===== src/rtl/agc_pkg.sv =====
package agc_pkg;

  typedef enum logic [1:0] {
    AGC_HOLD  = 2'd0,
    AGC_STEP  = 2'd1,
    AGC_LOCK  = 2'd2,
    AGC_UNLK  = 2'd3
  } agc_dec_e;

  // Step in dB chosen from the saturated-sample count of one window.
  function automatic int unsigned agc_step_db(
    input int unsigned sat_cnt,
    input int unsigned win_len,
    input int unsigned hi_pct,
    input int unsigned mid_pct,
    input int unsigned step_big,
    input int unsigned step_mid,
    input int unsigned step_small
  );
    if (sat_cnt * 100 > hi_pct * win_len)       return step_big;
    else if (sat_cnt * 100 > mid_pct * win_len) return step_mid;
    else                                         return step_small;
  endfunction

  // Gain minus step, floored at zero.
  function automatic int unsigned agc_sub_floor(
    input int unsigned gain,
    input int unsigned step
  );
    return (gain > step) ? gain - step : 0;
  endfunction

  // Absolute distance between two averages.
  function automatic int unsigned agc_dist(
    input int unsigned a,
    input int unsigned b
  );
    return (a > b) ? a - b : b - a;
  endfunction

endpackage


===== src/rtl/agc_win_stats.sv =====
module agc_win_stats #(
  parameter int WIN_LEN = 16,
  parameter int MAG_W   = 8,
  localparam int CNT_W  = $clog2(WIN_LEN),
  localparam int SUM_W  = MAG_W + CNT_W,
  localparam int SATC_W = CNT_W + 1
) (
  input  logic              clk,
  input  logic              rst_n,
  input  logic              clr,
  input  logic              smp_valid,
  input  logic [MAG_W-1:0]  smp_mag,
  input  logic              smp_sat,
  output logic              win_done,
  output logic [MAG_W-1:0]  win_avg,
  output logic [SATC_W-1:0] win_sat_cnt
);

  logic [CNT_W-1:0]  cnt_q;
  logic [SUM_W-1:0]  sum_q, sum_nx;
  logic [SATC_W-1:0] satc_q, satc_nx;
  logic              last_smp;

  always_comb begin
    sum_nx      = sum_q + SUM_W'(smp_mag);
    satc_nx     = satc_q + SATC_W'(smp_sat);
    last_smp    = (cnt_q == CNT_W'(WIN_LEN - 1));
    win_done    = smp_valid && last_smp;
    win_avg     = sum_nx[SUM_W-1:CNT_W];
    win_sat_cnt = satc_nx;
  end

  always_ff @(posedge clk) begin
    if (!rst_n || clr) begin
      cnt_q  <= '0;
      sum_q  <= '0;
      satc_q <= '0;
    end else if (smp_valid) begin
      if (last_smp) begin
        cnt_q  <= '0;
        sum_q  <= '0;
        satc_q <= '0;
      end else begin
        cnt_q  <= cnt_q + 1'b1;
        sum_q  <= sum_nx;
        satc_q <= satc_nx;
      end
    end
  end

endmodule


===== src/rtl/agc_step_sel.sv =====
module agc_step_sel
  import agc_pkg::*;
#(
  parameter int WIN_LEN    = 16,
  parameter int GAIN_W     = 7,
  parameter int HI_PCT     = 50,
  parameter int MID_PCT    = 12,
  parameter int STEP_BIG   = 8,
  parameter int STEP_MID   = 4,
  parameter int STEP_SMALL = 1,
  localparam int SATC_W    = $clog2(WIN_LEN) + 1
) (
  input  logic [SATC_W-1:0] sat_cnt,
  output logic [GAIN_W-1:0] step_db
);

  always_comb begin
    step_db = GAIN_W'(agc_step_db(32'(sat_cnt), WIN_LEN, HI_PCT, MID_PCT,
                                  STEP_BIG, STEP_MID, STEP_SMALL));
  end

endmodule


===== src/rtl/agc_ctrl.sv =====
module agc_ctrl
  import agc_pkg::*;
#(
  parameter int GAIN_W  = 7,
  parameter int MAG_W   = 8,
  parameter int SATC_W  = 5,
  localparam int GAIN_MAX = (1 << GAIN_W) - 1
) (
  input  logic              clk,
  input  logic              rst_n,
  input  logic              rx_en,
  input  logic              win_done,
  input  logic [MAG_W-1:0]  win_avg,
  input  logic [SATC_W-1:0] win_sat_cnt,
  input  logic [GAIN_W-1:0] step_db,
  input  logic [MAG_W-1:0]  cfg_win_lo,
  input  logic [MAG_W-1:0]  cfg_win_hi,
  input  logic [MAG_W-1:0]  cfg_unlock_delta,
  output logic [GAIN_W-1:0] gain_code,
  output logic              agc_locked,
  output logic              cs_pulse,
  output agc_dec_e          dec
);

  logic [GAIN_W-1:0] gain_q;
  logic [MAG_W-1:0]  ref_q;
  logic              lock_q;
  logic              cs_q;
  logic              in_win;
  logic              clean;

  always_comb begin
    clean  = (win_sat_cnt == '0);
    in_win = (win_avg >= cfg_win_lo) && (win_avg <= cfg_win_hi);
    dec    = AGC_HOLD;
    if (win_done) begin
      if (lock_q) begin
        if (agc_dist(32'(win_avg), 32'(ref_q)) > 32'(cfg_unlock_delta))
          dec = AGC_UNLK;
      end else if (clean && in_win) begin
        dec = AGC_LOCK;
      end else if (!clean || (win_avg > cfg_win_hi)) begin
        dec = AGC_STEP;
      end
    end
  end

  always_ff @(posedge clk) begin
    if (!rst_n || !rx_en) begin
      gain_q <= GAIN_W'(GAIN_MAX);
      lock_q <= 1'b0;
      cs_q   <= 1'b0;
      ref_q  <= '0;
    end else begin
      cs_q <= (dec == AGC_LOCK);
      case (dec)
        AGC_STEP: gain_q <= GAIN_W'(agc_sub_floor(32'(gain_q), 32'(step_db)));
        AGC_LOCK: begin
          lock_q <= 1'b1;
          ref_q  <= win_avg;
        end
        AGC_UNLK: lock_q <= 1'b0;
        default:  ;
      endcase
    end
  end

  assign gain_code  = gain_q;
  assign agc_locked = lock_q;
  assign cs_pulse   = cs_q;

endmodule


===== src/rtl/agc_gain_loop.sv =====
module agc_gain_loop
  import agc_pkg::*;
#(
  parameter int WIN_LEN    = 16,
  parameter int MAG_W      = 8,
  parameter int GAIN_W     = 7,
  parameter int HI_PCT     = 50,
  parameter int MID_PCT    = 12,
  parameter int STEP_BIG   = 8,
  parameter int STEP_MID   = 4,
  parameter int STEP_SMALL = 1
) (
  input  logic              clk,
  input  logic              rst_n,
  input  logic              rx_en,
  input  logic              smp_valid,
  input  logic [MAG_W-1:0]  smp_mag,
  input  logic              smp_sat,
  input  logic [MAG_W-1:0]  cfg_win_lo,
  input  logic [MAG_W-1:0]  cfg_win_hi,
  input  logic [MAG_W-1:0]  cfg_unlock_delta,
  output logic [GAIN_W-1:0] gain_code,
  output logic              agc_locked,
  output logic              cs_pulse
);

  localparam int SATC_W = $clog2(WIN_LEN) + 1;

  logic              win_done;
  logic [MAG_W-1:0]  win_avg;
  logic [SATC_W-1:0] win_sat_cnt;
  logic [GAIN_W-1:0] step_db;
  agc_dec_e          dec;

  // Named events for the checker.
  logic step_evt, lock_evt, unlock_evt;
  assign step_evt   = (dec == AGC_STEP);
  assign lock_evt   = (dec == AGC_LOCK);
  assign unlock_evt = (dec == AGC_UNLK);

  agc_win_stats #(.WIN_LEN(WIN_LEN), .MAG_W(MAG_W)) stats_i (
    .clk(clk), .rst_n(rst_n), .clr(!rx_en),
    .smp_valid(smp_valid), .smp_mag(smp_mag), .smp_sat(smp_sat),
    .win_done(win_done), .win_avg(win_avg), .win_sat_cnt(win_sat_cnt)
  );

  agc_step_sel #(
    .WIN_LEN(WIN_LEN), .GAIN_W(GAIN_W), .HI_PCT(HI_PCT), .MID_PCT(MID_PCT),
    .STEP_BIG(STEP_BIG), .STEP_MID(STEP_MID), .STEP_SMALL(STEP_SMALL)
  ) step_i (
    .sat_cnt(win_sat_cnt), .step_db(step_db)
  );

  agc_ctrl #(.GAIN_W(GAIN_W), .MAG_W(MAG_W), .SATC_W(SATC_W)) ctrl_i (
    .clk(clk), .rst_n(rst_n), .rx_en(rx_en),
    .win_done(win_done), .win_avg(win_avg), .win_sat_cnt(win_sat_cnt),
    .step_db(step_db), .cfg_win_lo(cfg_win_lo), .cfg_win_hi(cfg_win_hi),
    .cfg_unlock_delta(cfg_unlock_delta),
    .gain_code(gain_code), .agc_locked(agc_locked), .cs_pulse(cs_pulse),
    .dec(dec)
  );

endmodule


===== config.mk =====
export PLATFORM = sky130hd
export DESIGN_NAME = agc_gain_loop
export DESIGN_NICKNAME = d
export VERILOG_FILES = /design/src/rtl/agc_pkg.sv /design/src/rtl/agc_win_stats.sv /design/src/rtl/agc_step_sel.sv /design/src/rtl/agc_ctrl.sv /design/src/rtl/agc_gain_loop.sv
export SDC_FILE = /design/constraint.sdc
export NUM_CORES = 1
export LEC_CHECK = 0
export CAP_MARGIN = 20
export CORE_UTILIZATION = 60
export CTS_CLUSTER_SIZE = 12
export DETAILED_ROUTE_END_ITERATION = 8
export DONT_BUFFER_PORTS = 1
export GPL_ROUTABILITY_DRIVEN = 0
export GPL_TIMING_DRIVEN = 0
export PLACE_DENSITY = 0.76
export RECOVER_POWER = 100
export SYNTH_ARGS = -nofsm -noshare
export SYNTH_HDL_FRONTEND = slang
export SYNTH_SLANG_ARGS = --single-unit

===== constraint.sdc =====
create_clock -name clk -period 7.9 [get_ports clk]
set_input_delay 1.185 -clock clk [delete_from_list [all_inputs] [get_ports clk]]
set_output_delay 1.185 -clock clk [all_outputs]
set_load 0.01 [all_outputs]

==> key figures, run 1 <==
Worst setup path
  – Crit path max-delay family: compound AO/OA/AOI/OAI gates
  – Worst path most repeated cell: ha_1
  – Worst Path Arrival: 6.34 ns
  – Critical Path Start Type: primary input
  – Critical path endpoint category: flop
  – Slowest CP cell: a21boi_0
  – Critical-path cell list: ha_1, inv_1, fa_1, nor2b_1, o21a_1, o21ai_0, a21oi_1, xor2_1, ha_1, buf_2, and4_1, nand3_1, a21boi_0, buf_4, mux2i_1, o211ai_1, xnor2_1, ha_1, nor2b_1, o21ai_0, o2111ai_1, a221o_1, a21oi_1
  – WP buf/inv: 3
  – Slowest cell delay on critical path: 0.44 ns
  – Crit Path Max Fanout: 10
  – CP Class: in -> reg
  – Crit path required time: between 8 and 9 ns

Timing
  – Max_slew headroom: between 50% and 60%
  – Least-Margin Pin Slew: 0.7397 ns
  – Sum of negative setup slack: 0 ns
  – Final min period: 6.113 ns
  – RSZ-0062 raised after global routing: no
  – Final Max Tran Viols: 0
  – Final hold viol count: 0
  – Max Freq: 163.6 MHz
  – Tcrit/Tclk final: 77.38%
  – # setup viols final: 0
  – Final Skew: around 0.0095 ns
  – Final worst setup slack: 1.787 ns

Clock tree
  – Clk slew on worst S/H paths: around 0.080 ns
  – CTS tree: done
  – Root Driver: clkbuf_8
  – CTS sink count: 38
  – Setup Buffers After CTS: 0
  – H-tree levels: 2
  – Resized cells post-CTS: 0
  – Number of buffers created by CTS: 5
  – Hold Buf Count CTS: 0
  – Worst-Skew Late Latency: 0.29 ns
  – CTS Buffer Depth: 2

Floorplanning
  – Die H: 82.17 µm
  – Initial core utilization: between 60% and 70%
  – Total core area: a little over 0.006 mm²
  – FP Rows: 28
  – Die footprint: 0.006752 mm²
  – # IOs: 46
  – Chip Width: 82.17 µm

Place
  – Placed Cells incl. Taps: 550
  – PortBufs: 0
  – Hpwl dp: between 6000 and 7000 µm
  – Dpl ws: 1.728 ns
  – Dpl cell area: 0.003950 mm²

Yosys
  – FFs w/ async S/R, synth: 0%
  – Compound-cell area share of the yosys netlist: approximately a fifth
  – Simple-gate share of the synthesized area: 17.20%
  – Largest cells by area after synthesis: ha_1, dfxtp_1, inv_1
  – Mapped cell area: 0.003856 mm²
  – Register area share after synthesis: 19.73%
  – Number of synthesized register bits: 38
  – Yosys top cell area share: 24.66%
  – Leading area contributor after synthesis: ha_1
  – Post-synthesis adder-cell area fraction: between 20% and 30%
  – YS warnings: 0
  – Multiplexer share of the synthesized area: approximately 1.8%
  – Netlist cell types: 61
  – Mapped Cells: 475
  – Syn Nets: 592
  – Post-synth EDFFs: 0
  – XOR/XNOR share of the synthesized area: 5.905%
  – Largest family of logic cells by synthesized area: adder cells
  – Post-Syn Area per Cell: 8.118 µm²
  – Main synth FF type: dfxtp_1

Global routing
  – Vias in the first global route: 3104
  – GRT Total Usage: between 20% and 30%
  – Pin count of the biggest net entering global routing: 13
  – Initial antenna violation count: 0
  – First-pass GRT wire length: around 13000 µm
  – Grt ovf: 0

Drt
  – Vias: approximately 3.3k
  – Vias per inst: between 5 and 6
  – WL/cell: 14.25 µm
  – Drt drc: 0
  – DRT iter0 DRCs: about 150
  – Routed Wire Length: between 7000 and 8000 µm
  – Antenna viol nets, final: 0
  – First-pass iteration count of the detailed router: 4

Cells and area
  – Fin nets: between 500 and 600
  – Share of cells above drive strength 1: between 4 and 5%
  – Final Instance Area: approximately 0.0041 mm²
  – Filler instances: 543
  – Inserted Diodes: 0
  – Fin cells: around 560
  – Area Overhead vs Synth: 5.062%

Power and ir drop
  – Worst vdd ir: 0.1034 mV
  – Leak: approximately 1.9 nW
  – Pwr Density: 126.1 mW/mm²

Status
  – Outcome: finished clean

Worst hold path
  – Worst min path class: reg -> reg

Job
  – MaxCap Viol Count: 0
## per-stage QoR
| stage | total power, mW | hold slack, ns | util, % |
|---|---|---|---|
| 3_3_place_gp | 0.3447 | 0.4574 | 65.17 |
| 6_report | 0.5109 | 0.4745 | 66.85 |
| 5_1_grt | 0.5448 | 0.5007 | 66.85 |
| 4_1_cts | 0.5153 | 0.4762 | 66.99 |
| 2_1_floorplan | 0.3196 | 0.4486 | - |
| 3_5_place_dp | 0.3510 | 0.4660 | 65.17 |
## layer usage
layer	wire length, µm	global-route usage [%]
met1	3568	29.42
met2	4044	47.02
met5	0	0
met4	88	6.491
met3	250	3.846
## logic make-up (layout without fill, tap and decap cells)
kind of cell,count (synthesis),after routing
mux,7,7
xor+xnor,26,26
fa+ha+maj,80,80
compound gates,125,125
flops,38,38
simple gates,127,127
buf+inv,72,80
## layout make-up
cell class / instances / area (µm²) / area share, %
clock buffer: 6 / 72.57 / 1.791
tap: 75 / 93.84 / 2.316
inverter: 59 / 221.5 / 5.466
sequential: 38 / 760.7 / 18.78
clock inverter: 2 / 37.54 / 0.9265
multi-input combinational: 365 / 2810 / 69.36
buffer: 13 / 55.05 / 1.359
## where the power goes
part	switching (mW)	total (mW)	internal [mW]
sequential	0.00139	0.195	0.194
clock	0.0706	0.165	0.0942
combinational	0.0867	0.151	0.0643
## registers in the layout, indices dropped and copies added (netlist names)
register / flops
ctrl_i.cs_pulse: 1
ctrl_i.gain_code: 7
stats_i.sum_q: 12
stats_i.cnt_q: 4
stats_i.satc_q: 5
ctrl_i.agc_locked: 1
ctrl_i.ref_q: 8
## cell usage after synthesis, drive strengths merged, types with 3 or more instances
cell     n
nand3    7
a21o    10
nor3     7
nand4    8
a21oi   37
o31ai    3
a31oi    4
o211ai   6
mux2i    7
nor2    35
xnor2   12
dfxtp   38
a22oi   14
ha      76
inv     59
fa       4
and3     3
nand2   35
a211oi   5
buf      5
o21ai   27
clkbuf   8
xor2    14
nor4     3
nand2b   8
nor2b    8
## cell usage in the layout (no fill, tap or decap), drive strengths merged, types with 4 or more instances in the layout
master   n
nor2b    8
a21oi   37
inv     59
o21ai   27
a211oi   5
xor2    14
a31oi    4
nand4    8
nand2b   8
nor3     7
nor2    35
a21o    10
clkbuf  16
mux2i    7
dfxtp   38
a22oi   14
ha      76
xnor2   12
nand3    7
nand2   35
fa       4
o211ai   6
## worst reg2reg max path: cells and delay by family (launching register included)
kind	cells	cell delay, ns
xor+xnor	2	0.58
mux	1	0.28
simple gates	4	0.65
compound gates	9	1.99
flops	1	0.34
fa+ha+maj	4	1.19
buf+inv	3	0.52
## final timing paths
path / from / endpoint / slack (ns) / cells past startpoint
worst max-delay path: smp_mag[0] / ctrl_i.agc_locked / 1.79 / 23
worst min-delay path: ctrl_i.ref_q[3] / ctrl_i.ref_q[3] / 0.47 / 2
worst max register to register: stats_i.sum_q[0] / ctrl_i.agc_locked / 2.32 / 23
worst min register to register: ctrl_i.ref_q[3] / ctrl_i.ref_q[3] / 0.47 / 2
No activity file was read; power rests on OpenSTA's default activity.
==> run 2: changes to the inputs <==
--- a/config.mk
+++ b/config.mk
@@ -6,13 +6,13 @@
 export NUM_CORES = 1
 export LEC_CHECK = 0
 export CAP_MARGIN = 20
-export CORE_UTILIZATION = 60
+export CORE_UTILIZATION = 59
 export CTS_CLUSTER_SIZE = 12
 export DETAILED_ROUTE_END_ITERATION = 8
 export DONT_BUFFER_PORTS = 1
 export GPL_ROUTABILITY_DRIVEN = 0
 export GPL_TIMING_DRIVEN = 0
-export PLACE_DENSITY = 0.76
+export PLACE_DENSITY = 0.78
 export RECOVER_POWER = 100
 export SYNTH_ARGS = -nofsm -noshare
 export SYNTH_HDL_FRONTEND = slang
==> constraint.sdc (replaced) <==
create_clock -name clk -period 5.6 [get_ports clk]
set_input_delay 0.84 -clock clk [delete_from_list [all_inputs] [get_ports clk]]
set_output_delay 0.84 -clock clk [all_outputs]
set_load 0.01 [all_outputs]
==> key figures, run 2 (synthesized netlist as in run 1, its figures left out) <==
Status
  – Outcome: finished clean

Cells and area
  – Top reg by flops: stats_i.sum_q
  – Inserted Diodes: 0 (unchanged)
  – Final Instance Area: 0.004153 mm² (+2.5%)
  – Area Overhead vs Synth: 7.690%
  – Most frequent cells in the layout: ha_1, inv_1, dfxtp_1
  – Fin nets: 603 (+0.67%)
  – Leading cell type in the layout, fill and taps excluded: ha_1
  – Max FFs per register: 12 (unchanged)
  – Share of cells above drive strength 1: 8.419% (+3.4 points)
  – Final Util: 65.77% (-1.1 points)

Floorplanning
  – # IOs: 46 (unchanged)
  – Die footprint: 0.006863 mm² (+1.6%)
  – Total core area: 0.006314 mm² (+4.2%)
  – Initial core utilization: 61.08% (-2.5 points)
  – Chip Width: 82.85 µm (+0.82%)
  – Die H: 82.85 µm (+0.82%)
  – FP Rows: 29 (+3.6%)

Power and ir drop
  – Gate power share: 29.9% (+0.3 points)
  – P_int: 0.4994 mW (+42%)
  – Worst vdd ir: 0.1382 mV (+34%)
  – Leak: 1.943 nW (+2.1%)
  – Seq pwr share: 37.6% (-0.6 points)
  – P_sw: 0.2314 mW (+46%)
  – Pwr Density: 176.0 mW/mm² (+40%)
  – Sw Ratio: 31.66% (+0.59 points)
  – Clock group share of total power: 32.5% (+0.2 points)

Timing
  – Hold slack: 0.4736 ns (-0.0009550 ns)
  – Final hold viol count: 0 (unchanged)
  – Max Freq: 189.0 MHz
  – Least-Margin Pin Slew: 0.7514 ns (+0.01168 ns)
  – Max_slew headroom: 49.55% (-0.78 points)
  – # setup viols final: 0 (unchanged)
  – Final min period: 5.291 ns
  – Final Max Tran Viols: 0 (unchanged)
  – Final Skew: 0.006013 ns (-0.003487 ns)
  – Tcrit/Tclk final: 94.49%

Global routing
  – Pin count of the biggest net entering global routing: 13 (unchanged)
  – Vias in the first global route: 3282 (+5.7%)
  – First-pass GRT wire length: 14030 µm (+6.0%)
  – GRT Total Usage: 24.20% (-0.90 points)
  – Initial antenna violation count: 0 (unchanged)
  – Grt ovf: 0 (unchanged)

Drt
  – First-pass iteration count of the detailed router: 4 (unchanged)
  – WL/cell: 14.67 µm (+3.0%)
  – Vias per inst: 5.890 (about the same)
  – Drt drc: 0 (unchanged)
  – Top Metal Used: met4
  – Routed Wire Length: 8276 µm (+4.1%)
  – DR WL met3: 188 µm (-25%)
  – Met2 wire length: 4333 µm (+7.1%)
  – DRT iter0 DRCs: 124 (-14%)
  – Vias: 3322 (+1.1%)
  – Antenna viol nets, final: 0 (unchanged)
  – WL met1: 3590 µm (+0.62%)

Worst setup path
  – Critical R2R Capture: ctrl_i.agc_locked
  – Reg2Reg Setup Slack: 0.51 ns (-1.81 ns)
  – Critical path endpoint category: flop
  – Critical Path Start Type: primary input
  – CP Class: in -> reg
  – R2R depth: 22 (-4.3%)
  – Crit Path Max Fanout: 4 (-6)
  – Worst Path Arrival: 5.51 ns (-0.83 ns)
  – Crit path required time: 5.82 ns (-2.31 ns)
  – R2R Path Start: stats_i.sum_q[0]

Place
  – Dpl cell area: 0.003953 mm² (about the same)
  – PortBufs: 0 (unchanged)
  – Hpwl dp: 6509 µm (-1.6%)

Worst hold path
  – Worst Hold Path Cells: 2 (unchanged)
  – Worst min path class: reg -> reg
  – Hold Path Sink: ctrl_i.ref_q[3]
  – Hold Crit Start: ctrl_i.ref_q[3]

Clock tree
  – Hold Buf Count CTS: 0 (unchanged)
  – CTS sink count: 38 (unchanged)
  – CTS tree: done
  – H-tree levels: 2 (unchanged)
  – CTS Buffer Depth: 2 (unchanged)
  – Number of buffers created by CTS: 5 (unchanged)
  – Worst-Skew Late Latency: 0.30 ns (about the same)
  – Root Driver: clkbuf_8
  – Clk slew on worst S/H paths: 0.08 ns (about the same)

Job
  – MaxCap Viol Count: 0 (unchanged)
## run 2: layout make-up
cell class / count / area (µm²)
sequential: 38 / 760.7
timing repair buffer: 4 / 30.03
inverter: 59 / 221.5
clock inverter: 2 / 37.54
multi-input combinational: 365 / 2878
buffer: 13 / 56.30
clock buffer: 6 / 72.57
fill: 549 / 2161
tap: 77 / 96.34
## run 2: worst max-delay path by stage
stage,slack [ns],start,end
3_5_place_dp,-0.22,smp_mag[0],ctrl_i.agc_locked
3_3_place_gp,-0.1,smp_mag[0],ctrl_i.agc_locked
2_1_floorplan,0.34,smp_sat,ctrl_i.gain_code[6]
5_1_grt,-0.002,smp_mag[0],ctrl_i.agc_locked
4_1_cts,0.06,smp_mag[0],ctrl_i.agc_locked
6_report,0.31,smp_sat,ctrl_i.gain_code[6]
## run 2: metrics by stage
stage | worst slack [ns] | std cells | TNS [ns] | total power [mW]
3_3_place_gp | -0.09961 | 552 | -0.09961 | 0.4855
4_1_cts | 0.06346 | 560 | 0 | 0.7293
5_1_grt | -0.001831 | 564 | -0.001831 | 0.7780
2_1_floorplan | 0.3353 | 475 | 0 | 0.4508
6_report | 0.3088 | 564 | 0 | 0.7308
3_5_place_dp | -0.2180 | 552 | -0.2372 | 0.4954
## run 2: what timing repair did
action | CTS | global route
resized for setup | 0 | 11
buffers inserted | 0 | 4
endpoints found under the setup margin | 0 | 2
## run 2: critical path: stages
cell,delay (ns)
ha_1,0.19
ha_1,0.24
nand3_2,0.11
xor2_2,0.21
inv_1,0.15
ha_1,0.31
ha_1,0.30
ha_1,0.30
ha_1,0.33
a311o_1,0.34
xor2_1,0.14
a31oi_1,0.12
nor2_1,0.19
nand2_1,0.09
ha_1,0.35
and2b_2,0.20
o21ai_0,0.12
or3b_4,0.41
or4_1,0.41
o211ai_1,0.17
## run 2: power by group through the flow
stage                     Combinational (mW)  Clock [mW]  Sequential (mW)
after global placement                 0.204           0            0.281
after global routing                   0.249       0.254            0.276
after floorplan                        0.170           0            0.281
final                                  0.218       0.238            0.275
after CTS                              0.215       0.240            0.275
after detailed placement               0.214           0            0.281
## run 2: routing by layer
layer / vias up / global-route usage (%)
li1: 1691 / -
met1: 1554 / 28.15
met2: 61 / 44.49
met3: 16 / 3.082
met4: 0 / 9.875
met5: - / 0
